### config.mk
export PLATFORM = sky130hd
export DESIGN_NAME = irq_lvl_arb
export DESIGN_NICKNAME = d
export VERILOG_FILES = /design/src/rtl/irq_lvl_arb_pkg.sv /design/src/rtl/irq_elig_gate.sv /design/src/rtl/irq_prio_enc.sv /design/src/rtl/irq_tt_map.sv /design/src/rtl/irq_out_stage.sv /design/src/rtl/irq_lvl_arb.sv
export SDC_FILE = /design/constraint.sdc
export NUM_CORES = 1
export LEC_CHECK = 0
export CAP_MARGIN = 20
export CORE_MARGIN = 2
export CORE_UTILIZATION = 36
export CTS_BUF_LIST = sky130_fd_sc_hd__clkbuf_16
export DETAILED_ROUTE_END_ITERATION = 8
export GPL_TIMING_DRIVEN = 1
export PLACE_DENSITY = 0.84
export SYNTH_ARGS = -nofsm -noshare
export SYNTH_HDL_FRONTEND = slang
export SYNTH_SLANG_ARGS = --single-unit
export TNS_END_PERCENT = 20
### constraint.sdc
create_clock -name clk_i -period 0.8 [get_ports clk_i]
set_input_delay 0.08 -clock clk_i [delete_from_list [all_inputs] [get_ports clk_i]]
set_output_delay 0.08 -clock clk_i [all_outputs]
set_load 0.01 [all_outputs]
### src/rtl/irq_lvl_arb_pkg.sv
package irq_lvl_arb_pkg;
  localparam int unsigned DEF_NUM_LEVELS = 16;
  localparam int unsigned DEF_TT_W       = 8;
  localparam int unsigned DEF_TT_BASE    = 16;
endpackage

### src/rtl/irq_elig_gate.sv
// Per-level eligibility: pending, above the mask (or NMI), traps on.
module irq_elig_gate #(
  parameter int unsigned NUM_LEVELS = irq_lvl_arb_pkg::DEF_NUM_LEVELS,
  localparam int unsigned LVL_W = $clog2(NUM_LEVELS)
) (
  input  logic [NUM_LEVELS-1:1] req_i,
  input  logic [LVL_W-1:0]      mask_i,
  input  logic                  en_i,
  output logic [NUM_LEVELS-1:0] elig_o
);
  localparam int unsigned NMI_LVL = NUM_LEVELS - 1;

  assign elig_o[0] = 1'b0;

  for (genvar l = 1; l < NUM_LEVELS; l++) begin : g_lvl
    if (l == NMI_LVL) begin : g_nmi
      assign elig_o[l] = en_i & req_i[l];
    end else begin : g_mask
      assign elig_o[l] = en_i & req_i[l] & (LVL_W'(l) > mask_i);
    end
  end
endmodule

### src/rtl/irq_prio_enc.sv
// Highest set bit wins.
module irq_prio_enc #(
  parameter int unsigned N = irq_lvl_arb_pkg::DEF_NUM_LEVELS,
  localparam int unsigned IDX_W = $clog2(N)
) (
  input  logic [N-1:0]     vec_i,
  output logic             found_o,
  output logic [IDX_W-1:0] idx_o
);
  always_comb begin
    found_o = 1'b0;
    idx_o   = '0;
    for (int i = 0; i < N; i++) begin
      if (vec_i[i]) begin
        found_o = 1'b1;
        idx_o   = IDX_W'(i);
      end
    end
  end
endmodule

### src/rtl/irq_tt_map.sv
module irq_tt_map #(
  parameter int unsigned LVL_W   = 4,
  parameter int unsigned TT_W    = irq_lvl_arb_pkg::DEF_TT_W,
  parameter int unsigned TT_BASE = irq_lvl_arb_pkg::DEF_TT_BASE
) (
  input  logic             valid_i,
  input  logic [LVL_W-1:0] lvl_i,
  output logic [LVL_W-1:0] lvl_o,
  output logic [TT_W-1:0]  tt_o
);
  assign lvl_o = valid_i ? lvl_i : '0;
  assign tt_o  = valid_i ? (TT_W'(TT_BASE) + TT_W'(lvl_i)) : '0;
endmodule

### src/rtl/irq_out_stage.sv
module irq_out_stage #(
  parameter int unsigned W       = 13,
  parameter bit          OUT_REG = 1'b1
) (
  input  logic         clk_i,
  input  logic         rst_ni,
  input  logic [W-1:0] d_i,
  output logic [W-1:0] q_o
);
  if (OUT_REG) begin : g_reg
    always_ff @(posedge clk_i or negedge rst_ni) begin
      if (!rst_ni) q_o <= '0;
      else         q_o <= d_i;
    end
  end else begin : g_comb
    logic unused_clk;
    assign unused_clk = clk_i ^ rst_ni;
    assign q_o = d_i;
  end
endmodule

### src/rtl/irq_lvl_arb.sv
module irq_lvl_arb #(
  parameter int unsigned NUM_LEVELS = irq_lvl_arb_pkg::DEF_NUM_LEVELS,
  parameter int unsigned TT_W       = irq_lvl_arb_pkg::DEF_TT_W,
  parameter int unsigned TT_BASE    = irq_lvl_arb_pkg::DEF_TT_BASE,
  parameter bit          OUT_REG    = 1'b1,
  localparam int unsigned LVL_W     = $clog2(NUM_LEVELS)
) (
  input  logic                  clk_i,
  input  logic                  rst_ni,
  input  logic [NUM_LEVELS-1:1] irq_req_i,
  input  logic [LVL_W-1:0]      mask_lvl_i,
  input  logic                  trap_en_i,
  output logic                  irq_valid_o,
  output logic [LVL_W-1:0]      irq_lvl_o,
  output logic [TT_W-1:0]       irq_tt_o
);
  localparam int unsigned OUT_W = 1 + LVL_W + TT_W;

  logic [NUM_LEVELS-1:0] elig;
  logic                  win_vld;
  logic [LVL_W-1:0]      win_lvl, lvl_n;
  logic [TT_W-1:0]       tt_n;
  logic [OUT_W-1:0]      out_q;

  irq_elig_gate #(.NUM_LEVELS(NUM_LEVELS)) u_gate (
    .req_i (irq_req_i),
    .mask_i(mask_lvl_i),
    .en_i  (trap_en_i),
    .elig_o(elig)
  );

  irq_prio_enc #(.N(NUM_LEVELS)) u_enc (
    .vec_i  (elig),
    .found_o(win_vld),
    .idx_o  (win_lvl)
  );

  irq_tt_map #(.LVL_W(LVL_W), .TT_W(TT_W), .TT_BASE(TT_BASE)) u_tt (
    .valid_i(win_vld),
    .lvl_i  (win_lvl),
    .lvl_o  (lvl_n),
    .tt_o   (tt_n)
  );

  irq_out_stage #(.W(OUT_W), .OUT_REG(OUT_REG)) u_out (
    .clk_i (clk_i),
    .rst_ni(rst_ni),
    .d_i   ({win_vld, lvl_n, tt_n}),
    .q_o   (out_q)
  );

  assign {irq_valid_o, irq_lvl_o, irq_tt_o} = out_q;
endmodule

==> results.cfg <==
[critical_path]
critical_path.max_fanout = 3
crit_path_end_kind = register
crit_type = input port to register
worst_setup_path_start_kind = input port
cp.arrival_ps = 1330
required_ps = 940

[global_routing]
use_met3_pct = 3.27
grt_pass1_vias = 874
grt_usage_pct = 25.6
groute.layer.met1.usage_pct = 26.7
grt_max_degree = 10
grt_antenna_before_repair = 0
top_usage_layer = met2
grt_pass1_wl_um = 3710
grt_overflow = 0
met2_usage_pct = 50.0

[power]
p_comb_share_pct = 38.1
seqPwrFrac_pct = 16.6
intPower_uw = 1290
ir_drop_mv = 0.887
leakagePower_uw = 0.000592
switching_share_pct = 27.7
p_per_area_nw_per_um2 = 1400
clkPwrFrac_pct = 45.4
power_switching_uw = 493

[timing]
slew_violations = 0
setup_viol = 13
fin_crit_ps = 1200
rsz0062_at_grt = yes
setup_slack_ps = -397
finalHoldViolCount = 0
timing.fmax_mhz = 835
fin_setup_tns_ps = -1690
fin_crit_sh_pct = 150

[final_layout]
largest_register_ffs = 5
final_area_um2 = 1270
drive_gt1_share_pct = 56.5
top_regs = u_out.q_o: 5 flops
area_growth_pct = 119
insertedDiodeCount = 0
final_nets = 161
max_flop_register = u_out.q_o

[drt]
first_iter_violations = 41
route.detailed.drc = 0
vias = 901
ant_nets = 0
vias_per_cell = 5.85
firstDrtPassIters = 4
wl_per_cell_um = 17.6
wl_um = 2700

[placed_design]
place.gp.congestion = 0.858
placed_area_um2 = 1080
hpwl_um = 1540
portBuffers = 31
preCtsSetupSlack_ps = -993

[floorplan]
fp.dieH_um = 44.2
die_width_um = 44.2
fp.dieArea_um2 = 1960
io_pins = 35
core_area_um2 = 1510
num_rows = 14
start_util_pct = 38.7

[synth]
synth_warnings = 0
syn-cell-area_um2 = 583
netlist_instances = 78
yosysSeqAreaShare_pct = 21.5
synthDistinctLibCells = 35
ys_ff_latch = 5
syn_area_per_cell_um2 = 7.48

[clock_tree]
cts_max_path_buffers = 2
cts_hold_buf = 0
cts_tree = yes
htreeDepth = 1
root_buffer = clkbuf_16
cts_sinks = 5
cts_buffers = 3
clk_pin_slew_ps = 30

[worst_hold_path]
hp-class = input port to async pin

[status]
violations = negative setup slack
status = finished with violations

[run]
max_cap_viol_count = 0
synth_stat cells, drive strengths merged:
| cell | number | share of area, % |
|---|---|---|
| a32o | 3 | 5.2 |
| nand3 | 6 | 5.2 |
| nand4 | 1 | 1.1 |
| o22ai | 1 | 1.1 |
| nand2 | 6 | 3.9 |
| o21ai | 6 | 5.1 |
| o211ai | 1 | 1.3 |
| nand4b | 1 | 1.5 |
| dfrtp | 5 | 21 |
| nor4 | 1 | 1.1 |
| a2111oi | 1 | 2.6 |
| nand2b | 1 | 1.1 |
| nor3b | 1 | 1.3 |
| clkbuf | 2 | 2.6 |
| nor2 | 6 | 5.2 |
| a32oi | 1 | 1.5 |
| o21bai | 2 | 2.6 |
| and2b | 1 | 1.5 |
| o21a | 1 | 1.3 |
| or3b | 1 | 1.5 |
| inv | 3 | 1.9 |
| o221a | 1 | 1.9 |
| o211a | 1 | 1.7 |
| o31ai | 1 | 1.3 |
| a21oi | 5 | 4.3 |
| buf | 11 | 13 |
| a31oi | 3 | 3.2 |
| a21boi | 1 | 1.3 |
| conb | 1 | 0.64 |
| or3 | 1 | 1.1 |
| nor2b | 2 | 2.1 |
worst max-delay path: stages:
cell	delay [ps]
buf_8	100
or3b_4	410
a2111oi_4	190
o22ai_1	130
a32o_1	260
a31oi_1	170
repair_timing:
action	4_1_cts	5_1_grt
cloned	1	0
pin swaps	19	8
resized for setup	113	7
setup buffers	6	0
setup endpoints to repair	15	15
logic make-up (layout without fill, tap and decap cells):
logic type / count (synthesis) / after routing / synth area share, %
flops: 5 / 5 / 21.5
simple gates: 28 / 28 / 26.4
compound gates: 28 / 28 / 34.3
other cells: 1 / 3 / 0.643
buf+inv: 16 / 74 / 17.2
metrics by stage:
| stage | total power [µW] | utilization [%] | std cells | hold slack (ps) |
|---|---|---|---|---|
| 2_1_floorplan | 569 | - | 80 | -216 |
| 3_3_place_gp | 873 | 71.5 | 143 | 307 |
| 3_5_place_dp | 889 | 71.5 | 143 | 317 |
| 4_1_cts | 1730 | 82.2 | 154 | 76.1 |
| 5_1_grt | 1860 | 84.6 | 154 | 87.8 |
| 6_report | 1780 | 84.6 | 154 | 72.2 |
layout by cell type (no fill, tap or decap), types with 4 or more instances in the layout:
cell type	Yosys	final
nand2_1	6	5
nor2_1	5	5
buf_4	8	26
dfrtp_1	5	5
nand3_1	6	4
buf_6	0	11
buf_2	2	13
dlygate4sd2_1	0	12
power groups by stage:
stage	clock network, µW	registers (µW)	logic, µW
6_report	808	295	678
5_1_grt	847	298	711
4_1_cts	824	296	612
3_5_place_dp	0	301	588
3_3_place_gp	0	299	574
2_1_floorplan	0	315	253
area by class of cell:
type                            instances  area [µm²]
Clock buffer                            3        75.1
Clock inverter                          1        3.75
Fill cell                              87         231
Inverter                                3        11.3
Multi-Input combinational cell         59         489
Sequential cell                         5         125
Tap cell                               16        20.0
Timing Repair Buffer                   67         551
layer usage:
layer  wire [µm]  part of all wire, %
met5           0                    0
met4         121                  4.5
met3         249                  9.2
met2        1380                   51
met1         954                   35
worst max-delay path by stage:
stage	start	end	slack [ps]	depth (start not counted)
3_5_place_dp	mask_lvl_i[2]	u_out.q_o[8]	-990	7
6_report	mask_lvl_i[1]	u_out.q_o[8]	-400	6
4_1_cts	mask_lvl_i[1]	u_out.q_o[8]	-420	6
3_3_place_gp	mask_lvl_i[2]	u_out.q_o[8]	-950	7
5_1_grt	mask_lvl_i[1]	u_out.q_o[8]	-470	6
2_1_floorplan	mask_lvl_i[0]	u_out.q_o[8]	-400	5
No activity file was read; power rests on OpenSTA's default activity.
